`config.mk`:
```
export PLATFORM = sky130hd
export DESIGN_NAME = revUpCounter
export DESIGN_NICKNAME = d
export VERILOG_FILES = /design/src/rtl/revCountPkg.sv /design/src/rtl/revGateCascade.sv /design/src/rtl/revCountCtrl.sv /design/src/rtl/revCountPath.sv /design/src/rtl/revUpCounter.sv
export SDC_FILE = /design/constraint.sdc
export NUM_CORES = 1
export LEC_CHECK = 0
export BUFFER_PORTS_ARGS = -buffer_cell sky130_fd_sc_hd__clkbuf_2
export CAP_MARGIN = 20
export CORE_AREA = 2 2 39 41
export CTS_BUF_LIST = sky130_fd_sc_hd__clkbuf_8 sky130_fd_sc_hd__clkbuf_16
export DETAILED_ROUTE_END_ITERATION = 6
export DIE_AREA = 0 0 41 43
export GPL_TIMING_DRIVEN = 1
export PLACE_DENSITY = 0.63
export SLEW_MARGIN = 20
export SYNTH_ARGS = -nofsm -noshare
export SYNTH_HDL_FRONTEND = slang
export SYNTH_SLANG_ARGS = --single-unit
export TNS_END_PERCENT = 30
```
`constraint.sdc`:
```
create_clock -name clk -period 2.43 [get_ports clk]
set_input_delay 0.486 -clock clk [delete_from_list [all_inputs] [get_ports clk]]
set_output_delay 0.486 -clock clk [all_outputs]
set_load 0.01 [all_outputs]
```
`src/rtl/revCountPkg.sv`:
```
package revCountPkg;
  // Strobes passed from control to datapath
  typedef struct packed {
    logic clearState;
    logic loadState;
  } cntStrobes_t;
endpackage

```
`src/rtl/revGateCascade.sv`:
```
// Purely reversible next-state network. Line layout:
//   [0]                    pulse
//   [WIDTH:1]              present state (bit 1 = LSB)
//   [2*WIDTH-1:WIDTH+1]    running-product ancillas
//   [3*WIDTH-1:2*WIDTH]    feedback copy ancillas
module revGateCascade #(
  parameter int WIDTH = 4
) (
  input  logic [3*WIDTH-1:0] lineIn,
  output logic [3*WIDTH-1:0] lineOut
);
  localparam int LINES   = 3 * WIDTH;
  localparam int PULSE   = 0;
  localparam int STATE0  = 1;
  localparam int PROD0   = WIDTH + 1;
  localparam int COPY0   = 2 * WIDTH;

  function automatic logic [LINES-1:0] feynman(input logic [LINES-1:0] v,
                                               input int ctl, input int tgt);
    logic [LINES-1:0] r;
    r = v;
    r[tgt] = v[tgt] ^ v[ctl];
    return r;
  endfunction

  function automatic logic [LINES-1:0] toffoli(input logic [LINES-1:0] v,
                                               input int ctlA, input int ctlB,
                                               input int tgt);
    logic [LINES-1:0] r;
    r = v;
    r[tgt] = v[tgt] ^ (v[ctlA] & v[ctlB]);
    return r;
  endfunction

  always_comb begin
    logic [LINES-1:0] v;
    v = lineIn;
    // Stage 1: running product of pulse and low state bits (old values)
    for (int k = 0; k < WIDTH - 1; k++) begin
      if (k == 0) v = toffoli(v, PULSE, STATE0, PROD0);
      else        v = toffoli(v, PROD0 + k - 1, STATE0 + k, PROD0 + k);
    end
    // Stage 2: flip state bits, most significant first
    for (int i = WIDTH - 1; i >= 1; i--) begin
      v = feynman(v, PROD0 + i - 1, STATE0 + i);
    end
    v = feynman(v, PULSE, STATE0);
    // Stage 3: copy every updated state line onto its feedback ancilla
    for (int i = 0; i < WIDTH; i++) begin
      v = feynman(v, STATE0 + i, COPY0 + i);
    end
    lineOut = v;
  end
endmodule

```
`src/rtl/revCountCtrl.sv`:
```
module revCountCtrl
  import revCountPkg::*;
#(
  parameter int ANC_W = 7
) (
  input  logic             rst,
  input  logic [ANC_W-1:0] ancillaIn,
  output cntStrobes_t      strobes,
  output logic             ancillaErr
);
  always_comb begin
    strobes.clearState = rst;
    strobes.loadState  = !rst;
    ancillaErr         = |ancillaIn;
  end
endmodule

```
`src/rtl/revCountPath.sv`:
```
module revCountPath
  import revCountPkg::*;
#(
  parameter int WIDTH = 4
) (
  input  logic                 clk,
  input  cntStrobes_t          strobes,
  input  logic                 cntPulse,
  input  logic [2*WIDTH-2:0]   ancillaIn,
  output logic [WIDTH-1:0]     count,
  output logic [WIDTH-1:0]     nextCount,
  output logic [WIDTH-1:0]     garbage
);
  localparam int LINES = 3 * WIDTH;

  logic [LINES-1:0] lineIn;
  logic [LINES-1:0] lineOut;
  logic [WIDTH-1:0] stateQ;
  logic [WIDTH-1:0] feedCopy;

  assign lineIn = {ancillaIn, stateQ, cntPulse};

  revGateCascade #(.WIDTH(WIDTH)) cascade (
    .lineIn  (lineIn),
    .lineOut (lineOut)
  );

  assign feedCopy  = lineOut[3*WIDTH-1:2*WIDTH];
  assign nextCount = lineOut[WIDTH:1];
  assign garbage   = {lineOut[2*WIDTH-1:WIDTH+1], lineOut[0]};

  always_ff @(posedge clk) begin
    if (strobes.clearState)     stateQ <= '0;
    else if (strobes.loadState) stateQ <= feedCopy;
  end

  assign count = stateQ;
endmodule

```
`src/rtl/revUpCounter.sv`:
```
module revUpCounter
  import revCountPkg::*;
#(
  parameter int WIDTH = 4
) (
  input  logic               clk,
  input  logic               rst,
  input  logic               cntPulse,
  input  logic [2*WIDTH-2:0] ancillaIn,
  output logic [WIDTH-1:0]   count,
  output logic [WIDTH-1:0]   nextCount,
  output logic [WIDTH-1:0]   garbage,
  output logic               ancillaErr
);
  localparam int ANC_W = 2 * WIDTH - 1;

  cntStrobes_t strobes;

  revCountCtrl #(.ANC_W(ANC_W)) ctrl (
    .rst        (rst),
    .ancillaIn  (ancillaIn),
    .strobes    (strobes),
    .ancillaErr (ancillaErr)
  );

  revCountPath #(.WIDTH(WIDTH)) path (
    .clk       (clk),
    .strobes   (strobes),
    .cntPulse  (cntPulse),
    .ancillaIn (ancillaIn),
    .count     (count),
    .nextCount (nextCount),
    .garbage   (garbage)
  );
endmodule

```
-- Word level (Yosys, flattened, before mapping)
Index checks and enable logic that the tools add are counted.
- bitwise operators: 14
- reduce and logical (&&, ||, !) cells: 1
- operator list (kind ; count):
    $xor 1x1->1 ; 11
    $reduce_or 7->1 ; 1
    $and 1x1->1 ; 3
- flip-flop bits (word level): 4
- input bits: 10
- output and inout bits: 13

-- Longest topological paths before layout
Gate-level depths: netlist of run 1.
- depth in word-level cells: 8
- mapped depth: 8

-- Modules after synthesis
A second synthesis of run 1 with hierarchy kept.
- cell total of the unflattened synthesis: 31
- area total of the unflattened synthesis: 297.8 um2
- modules (own cells, without submodules) (module ; times used ; cells each ; area each (um2) ; sequential area each (um2)):
    revCountPath ; 1 ; 13 ; 140.1 ; 80.1
    revGateCascade ; 1 ; 13 ; 131.4 ; 0.0
    revCountCtrl ; 1 ; 5 ; 26.3 ; 0.0

-- Worst setup path before layout of run 1
No wires, ideal clock.
- kind: input-to-output
- from: input cntPulse
- to: output nextCount[3]
- data arrival time: 1.898 ns
- required time: 1.944 ns
- setup slack: 0.046 ns
- stages on the path: 8
- buffers on the path: 1
- cell sequence: ha_1 -> xor2_1 -> ha_1 -> xor2_1 -> ha_1 -> xor2_2 -> xor2_1 -> buf_4
- word-level cells in the longest chain between the ends: 7
- ends and longest elaborated chain (item ; line ; RTL):
    from (decl) ; revUpCounter.sv:8 ; input logic cntPulse,
    $and 1x1->1 ; revGateCascade.sv:31 ; r[tgt] = v[tgt] ^ (v[ctlA] & v[ctlB]);
    $xor 1x1->1 ; revGateCascade.sv:31 ;
    via path.cascade.lineOut[5] ; revGateCascade.sv:10 ; output logic [3*WIDTH-1:0] lineOut
    $and 1x1->1 ; revGateCascade.sv:31 ;
    $xor 1x1->1 ; revGateCascade.sv:31 ;
    via path.cascade.lineOut[6] ; revGateCascade.sv:10 ;
    $and 1x1->1 ; revGateCascade.sv:31 ;
    $xor 1x1->1 ; revGateCascade.sv:31 ;
    via path.cascade.lineOut[7] ; revGateCascade.sv:10 ;
    $xor 1x1->1 ; revGateCascade.sv:22 ; r[tgt] = v[tgt] ^ v[ctl];
    to (decl) ; revUpCounter.sv:11 ; output logic [WIDTH-1:0] nextCount,
The timed path passes the listed nets, and every way through them passes these cells.

-- Worst setup path after layout of run 1
- from: input cntPulse
- to: output nextCount[3]
- word-level cells in the longest chain between the ends: 7
- ends and longest elaborated chain (item ; line):
    $and 1x1->1 ; revGateCascade.sv:31
    $xor 1x1->1 ; revGateCascade.sv:31
    $and 1x1->1 ; revGateCascade.sv:31
    $xor 1x1->1 ; revGateCascade.sv:31
    $and 1x1->1 ; revGateCascade.sv:31
    $xor 1x1->1 ; revGateCascade.sv:31
    $xor 1x1->1 ; revGateCascade.sv:22
No other way between the ends.

==> flow_results.org, run 1 <==
** Layout
- Once layout is complete, the utilization of the core stands at 0.356.
- At the end of the flow, the number of nets in the layout was 68.
- Finished layout cell area :: 493 um^2
- The area growth from synthesis to layout is 67.7%.
- The number of antenna diodes in the final layout is 0.
- Of the cells placed in the final design, the portion with a size suffix greater than 1 is 0.698.
- Flip-flop count of the largest register after layout :: 4

** Worst setup path
- Cell seen most often among critical-path stages :: sky130_fd_sc_hd__xor2_2
- The endpoint identified for the worst register-to-register timing path is path.count[3].
- The worst setup path is captured at a primary output.
- Type of the setup path with the least slack :: in2out
- The critical path ends at nextCount[3].
- The number of cells on the worst reg-to-reg path is 9.
- Startpoint class of the critical path :: input port
- Worst path required time :: 1.94 ns
- Worst stage delay on the critical path :: 0.22 ns
- Start point of the critical path :: cntPulse
- In this run the critical register-to-register path is launched from path.count[0].
- Arrival time reported for the critical path endpoint :: 1.90 ns
- Cell with the biggest individual delay on the critical path :: sky130_fd_sc_hd__ha_2
- Reg-to-reg slack, setup :: 0.63 ns
- List of cells traversed by the critical path :: buf_8, ha_4, xor2_2, ha_2, xor2_2, ha_2, xor2_2, xor2_1, buf_2
- In this run the worst path has a maximum fanout of 2.

** Clocking
- Buffers inserted during clock tree synthesis total 3.
- Clock input transition at the sequential cells of the worst setup and hold paths :: 0.03 ns
- The clock passes through at most 2 buffers.
- In this run the number of H-tree levels came out at 1.
- CTS placed an instance of sky130_fd_sc_hd__clkbuf_8 at the clock tree root.
- Clock tree from TritonCTS :: built
- Sinks on the clock net :: 4
- Clk_lat worst skew :: 0.22 ns

** Pwr
- The worst-case IR drop observed on VDD is 283 uV.
- Total power divided by cell area :: 928 nW/um^2
- For this design the static power due to leakage is 0.245 nW.

** Global route
- Met1 GRT Util :: 0.0932
- Vias in the first global route :: 248
- The number of antenna violations at the first check in global routing came to 0.
- Largest net degree at the start of global routing :: 5
- Wire length of the first global-routing pass :: 966 um
- After global routing the overflow that remains totals 0.
- Across every metal layer, demand over resource in global routing totals 0.0873.
- After global routing, the most crowded layer is met2.
- In the global route stage, met3 resource usage came out at 0.0471.
- For this run, global-route usage on met2 was measured as 0.125.

** Routing
- Routed length per placed instance :: 8.93 um
- Wires add up to 616 um.
- DRC violation total after the first TritonRoute iteration :: 0
- In the routed layout, each cell is associated on average with a via count of 3.88.
- Remaining design rule violation count :: 0
- DR pass1 iterations :: 1
- In this run the remaining antenna-violating nets after routing total 0.
- Via Count :: 268

** Timing
- Setup clock skew after layout :: 0.00157 ns
- Rel. slew slack :: 0.790
- Dividing the final minimum period by the clock period gives 0.982.
- At the pin with the least slew margin, the transition time is 0.312 ns.
- Achievable clock frequency :: 419 MHz
- Sum of negative setup slack :: 0 ns
- The routed design could run at a clock period as short as 2.39 ns.
- Final count of pins violating max slew :: 0
- Setup violations remaining at the end of the flow were counted as 0.
- Setup repair after global routing could not meet its margin everywhere.
- Endpoints failing hold :: 0

** Placed design
- # port buffers :: 22
- DPL Wire Length :: 543 um
- Final estimated routing congestion in global placement :: 0.670
- In this run the cell area measured after placement is 387 um^2.

** Worst hold path
- In this run the worst hold path is classified as in2reg.
- Hold path startpoint :: rst

** Floorplanning
- The region available for standard cell placement spans 1380 um^2.
- Top-level port count :: 23
- Starting density of the core :: 0.212
- Height of the chip :: 43 um
- The initialized floorplan defines 14 standard-cell rows.
- The floorplan step defined a die boundary enclosing 1760 um^2.
- In this run the horizontal extent of the chip is 41 um.

** Synth
- Number of distinct library cells after synthesis :: 10
- Count of mapped cells out of synthesis :: 31
- Post-synthesis instance area :: 294 um^2
- Post-synthesis net count :: 44
- Part of the Yosys area used for sequential elements :: 0.272
- Mean cell area of the mapped netlist :: 9.48 um^2
- Yosys warning total :: 0
- Seq cells post-synth :: 4

** Flow run
- Across the run, the number of max-cap violations was 0.

** Status
- Outcome :: finished clean
[Yosys cell counts]
library cell | n | area (um^2)
sky130_fd_sc_hd__nor4_1 | 1 | 6.26
sky130_fd_sc_hd__ha_1 | 3 | 37.5
sky130_fd_sc_hd__xnor2_1 | 4 | 35.0
sky130_fd_sc_hd__xor2_2 | 1 | 16.3
sky130_fd_sc_hd__nand2_1 | 1 | 3.75
sky130_fd_sc_hd__nor3_1 | 1 | 5.00
sky130_fd_sc_hd__nor2_1 | 4 | 15.0
sky130_fd_sc_hd__buf_4 | 8 | 60.1
sky130_fd_sc_hd__dfxtp_1 | 4 | 80.1
sky130_fd_sc_hd__xor2_1 | 4 | 35.0
[worst min-delay path by stage]
stage / end / slack (ns) / cells past startpoint
floorplan: path.count[0] / 0.56 / 1
global placement: path.count[2] / 0.64 / 3
detailed placement: path.count[0] / 0.65 / 3
CTS: path.count[0] / 0.49 / 2
global route: path.count[0] / 0.50 / 2
finish: path.count[0] / 0.49 / 2
[layout by cell type, fill, tap and decap left out]
cell type / synthesis / routed
sky130_fd_sc_hd__xnor2_1: 4 / 4
sky130_fd_sc_hd__dfxtp_2: 0 / 1
sky130_fd_sc_hd__buf_2: 0 / 1
sky130_fd_sc_hd__xor2_2: 1 / 3
sky130_fd_sc_hd__ha_4: 0 / 1
sky130_fd_sc_hd__nor2_1: 4 / 4
sky130_fd_sc_hd__buf_6: 0 / 1
sky130_fd_sc_hd__clkbuf_8: 0 / 3
sky130_fd_sc_hd__ha_2: 0 / 2
sky130_fd_sc_hd__nor3_1: 1 / 1
sky130_fd_sc_hd__buf_8: 0 / 1
sky130_fd_sc_hd__nor4_1: 1 / 1
sky130_fd_sc_hd__clkbuf_2: 0 / 19
sky130_fd_sc_hd__xor2_1: 4 / 2
sky130_fd_sc_hd__buf_4: 8 / 5
sky130_fd_sc_hd__dfxtp_1: 4 / 3
sky130_fd_sc_hd__nand2_1: 1 / 1
[where the power goes]
part	internal [mW]	switching (mW)
combinational	0.119	0.101
sequential	0.0852	0.0136
clock	0.105	0.0332
[critical path, delay by kind of cell]
kind | cells | cell delay, ns
xor gates and xnor gates | 4 | 0.62
adders and majority gates | 3 | 0.55
buffers and inverters | 2 | 0.24
[area by class of cell]
cell class | count | area (um^2)
Sequential cell | 4 | 81.3
Multi-Input combinational cell | 19 | 186
Timing Repair Buffer | 27 | 164
Clock buffer | 3 | 41.3
Fill cell | 158 | 891
Tap cell | 16 | 20.0
[what timing repair did]
item,4_1_cts,5_1_grt
resized for setup,7,7
setup endpoints to repair,2,2
hold buffers,0,0
buffers inserted,2,0
pin swaps,7,6
gates cloned,0,0
[cell families after synthesis]
logic type    synth area share
simple gates             0.102
fa+ha+maj                0.128
flops                    0.272
buf+inv                  0.204
xor+xnor                 0.294
[stage by stage]
step / power [mW] / setup slack [ns] / hold slack, ns / cells
after floorplan: 0.261 / 0.0460 / 0.558 / 31
after global placement: 0.295 / -0.114 / 0.645 / 64
after detailed placement: 0.298 / -0.142 / 0.651 / 64
after CTS: 0.459 / -0.0149 / 0.487 / 69
after global routing: 0.494 / -0.0734 / 0.502 / 69
final: 0.458 / 0.0434 / 0.486 / 69
[metal layers]
metal | up-vias | wire [um]
met4 | 0 | 16
met5 | - | 0
met2 | 14 | 302
li1 | 134 | -
met1 | 118 | 237
met3 | 2 | 60
Power figures use the tool's default switching activity.
==> run 2: changes to the inputs <==
--- a/config.mk
+++ b/config.mk
@@ -12,7 +12,7 @@
 export DETAILED_ROUTE_END_ITERATION = 6
 export DIE_AREA = 0 0 41 43
 export GPL_TIMING_DRIVEN = 1
-export PLACE_DENSITY = 0.63
+export PLACE_DENSITY = 0.49
 export SLEW_MARGIN = 20
 export SYNTH_ARGS = -nofsm -noshare
 export SYNTH_HDL_FRONTEND = slang
==> flow_results.org, run 2 (synthesis results as in run 1) <==
** Worst setup path
- Worst stage delay on the critical path :: 0.22 ns (about the same)
- Arrival time reported for the critical path endpoint :: 1.94 ns (was 1.90 ns)
- The most frequent cell on the critical path is sky130_fd_sc_hd__xor2_2 (unchanged).
- The slack of the worst reg-to-reg path came to 0.60 ns (was 0.63 ns).
- Worst reg2reg path endpoint :: path.count[3] (unchanged)
- The endpoint type of the worst setup path was a primary output (unchanged).
- The kind of cell adding the most delay to the critical path was XOR/XNOR gates (unchanged).
- Critical R2R Launch :: path.count[0] (unchanged)
- The number of cell instances on the worst register-to-register path was 9 (unchanged).
- Startpoint class of the critical path :: input port (unchanged)
- The critical-path maximum fanout was 2 (unchanged).
- Cell with the biggest individual delay on the critical path :: sky130_fd_sc_hd__ha_2 (unchanged)
- List of cells traversed by the critical path: buf_8, ha_4, xor2_2, ha_2, xor2_2, ha_2, xor2_2, xor2_1, buf_2 (unchanged).
- The required time of the critical path was 1.94 ns (about the same).
- Critical path buffers and inverters :: 2 (unchanged)
- The critical setup path kind is in2out (unchanged).

** Layout
- The number of diodes added for antenna fixing is 0 (unchanged).
- Highest-count cells in the layout ignoring fill and taps :: sky130_fd_sc_hd__clkbuf_2, sky130_fd_sc_hd__xnor2_1, sky130_fd_sc_hd__nor2_1, sky130_fd_sc_hd__buf_4 (was sky130_fd_sc_hd__clkbuf_2, sky130_fd_sc_hd__buf_4, sky130_fd_sc_hd__xnor2_1, sky130_fd_sc_hd__nor2_1)
- Share of cells above drive strength 1 :: 0.692 (was 0.698)
- The post-route cell area was 485 um^2 (was 493 um^2).
- The flip-flop count of the largest register after layout is 4 (unchanged).
- Signed area change from the synthesized netlist to the final layout :: 65.1% (was 67.7%)
- Final core utilization :: 0.351 (was 0.356)
- Net total in the final layout :: 67 (was 68)
- The post-layout instance count excluding filler cells is 68 (was 69).
- The most common library cell in the layout ignoring fill and taps was sky130_fd_sc_hd__clkbuf_2 (unchanged).

** Routing
- The first-pass iteration count of the detailed router was 1 (unchanged).
- Routed length per placed instance :: 8.74 um (was 8.93 um)
- Final antenna-violating net count :: 0 (unchanged)
- The post-detailed-routing wire length came to 594 um (was 616 um).
- Remaining design rule violation count :: 0 (unchanged)
- The number of vias in the routed layout was 259 (was 268).
- Detailed-route vias per instance :: 3.81 (was 3.88)
- DRC violation total after the first TritonRoute iteration :: 0 (unchanged)

** Pwr
- The internal power was 0.308 mW (was 0.310 mW).
- The leakage dissipation was 0.240 nW (was 0.245 nW).
- Final total power :: 0.452 mW (was 0.458 mW)
- The maximum VDD drop is 189 uV (was 283 uV).
- The switching share of power came to 0.317 (was 0.323).
- The share of total power in the clock network came to 0.300 (was 0.303).
- The fraction of power consumed by sequential logic was 0.219 (was 0.216).
- The switching power summed over all nets came to 0.143 mW (was 0.148 mW).
- Total power divided by cell area :: 930 nW/um^2 (was 928 nW/um^2)
- The share of total power in combinational logic came to 0.482 (was 0.481).

** Global route
- Initial antenna violation count :: 0 (unchanged)
- Largest net degree at the start of global routing :: 5 (unchanged)
- Wire length of the first global-routing pass :: 869 um (was 966 um)
- The remaining global-route overflow was 0 (unchanged).
- The all-layer global routing usage was 0.0753 (was 0.0873).
- The via count of the first global-routing pass came to 260 (was 248).

** Worst hold path
- Class of the most critical hold timing path :: in2reg (unchanged)
- The critical hold path startpoint is rst (unchanged).
- Hold-critical path depth :: 2 (unchanged)
- Worst Hold Endpoint :: path.count[0] (unchanged)

** Clocking
- The number of buffers created by CTS is 3 (unchanged).
- The CTS tree is built (unchanged).
- The clock slew at the register clock pins of the worst setup and hold paths is 0.03 ns (about the same).
- Sinks on the clock net :: 4 (unchanged)
- Buffers from clock root to sink, at most :: 2 (unchanged)
- The worst-skew pair later-pin latency was 0.21 ns (was 0.22 ns).
- Number of H-tree levels :: 1 (unchanged)
- Clk root buf :: sky130_fd_sc_hd__clkbuf_8 (unchanged)
- The number of hold-repair buffers added at the cts stage was 0 (unchanged).

** Floorplanning
- Starting density of the core :: 0.212 (unchanged)
- Area of the core region :: 1380 um^2 (unchanged)
- The die width was 41 um (unchanged).
- Height of the chip :: 43 um (unchanged)
- Row count :: 14 (unchanged)
- Top-level port count :: 23 (unchanged)
- The area of the die came to 1760 um^2 (unchanged).

** Placed design
- The post-detailed-placement half-perimeter wirelength came to 484 um (was 543 um).
- The cell area after placement came to 372 um^2 (was 387 um^2).
- Final estimated routing congestion in global placement :: 0.510 (was 0.670)
- # port buffers :: 22 (unchanged)
- The cell total after placement is 62 (was 64).

** Timing
- Time the final worst path needs with I/O delays and setup :: 2.43 ns (was 2.39 ns)
- The max-slew headroom at the worst pin was 0.819 (was 0.790).
- The total negative slack for setup checks is 0 ns (unchanged).
- The actual transition at the worst max-transition pin came to 0.269 ns (was 0.312 ns).
- Setup repair after global routing missed its margin :: true (unchanged)
- Final count of pins violating max slew :: 0 (unchanged)
- The timing-limited maximum frequency came to 412 MHz (was 419 MHz).
- The clock skew after layout is 0.00350 ns (was 0.00157 ns).
- Final cycle utilization of the critical path :: 0.999 (was 0.982)
- Endpoints failing hold :: 0 (unchanged)
- The total of endpoints with negative setup slack in the final report came to 0 (unchanged).

** Status
- Outcome: finished clean (unchanged).

** Flow run
- Max capacitance violation total :: 0 (unchanged)
[run 2: worst max-delay path by stage]
stage	end	from	cells past startpoint
floorplan	nextCount[3]	cntPulse	8
global placement	nextCount[3]	cntPulse	9
detailed placement	nextCount[3]	cntPulse	9
CTS	nextCount[3]	cntPulse	9
global route	nextCount[3]	cntPulse	9
finish	nextCount[3]	cntPulse	9
[run 2: metal layers]
metal | GRT usage | wire length (um)
met5 | 0 | 0
met4 | 0.0600 | 0
met3 | 0.0262 | 66
met2 | 0.134 | 338
met1 | 0.0579 | 189
[run 2: cell type report]
| class | instances | area, um^2 |
|---|---|---|
| fill | 145 | 898 |
| tap | 16 | 20.0 |
| clock buffer | 3 | 41.3 |
| timing repair buffer | 26 | 156 |
| sequential | 4 | 81.3 |
| multi-input combinational | 19 | 186 |
[run 2: through the flow]
step / setup slack, ns / hold slack [ns]
2_1_floorplan: 0.0460 / 0.558
3_3_place_gp: -0.0991 / 0.633
3_5_place_dp: -0.122 / 0.647
4_1_cts: -0.00188 / 0.490
5_1_grt: -0.0949 / 0.493
6_report: 0.00172 / 0.481
[run 2: power by group through the flow]
stage               combinational, mW  clock [mW]  sequential (mW)
floorplan                       0.155           0            0.106
global placement                0.189           0           0.0979
finish                          0.217       0.135           0.0988
global route                    0.242       0.145            0.102
detailed placement              0.190           0           0.0981
CTS                             0.210       0.137           0.0988
[run 2: timing repair]
action                                  in CTS  in global routing
endpoints found under the setup margin       2                  2
buffers inserted                             2                  1
cloned                                       0                  0
pin swaps                                    7                  7
gates resized for setup                      7                  6
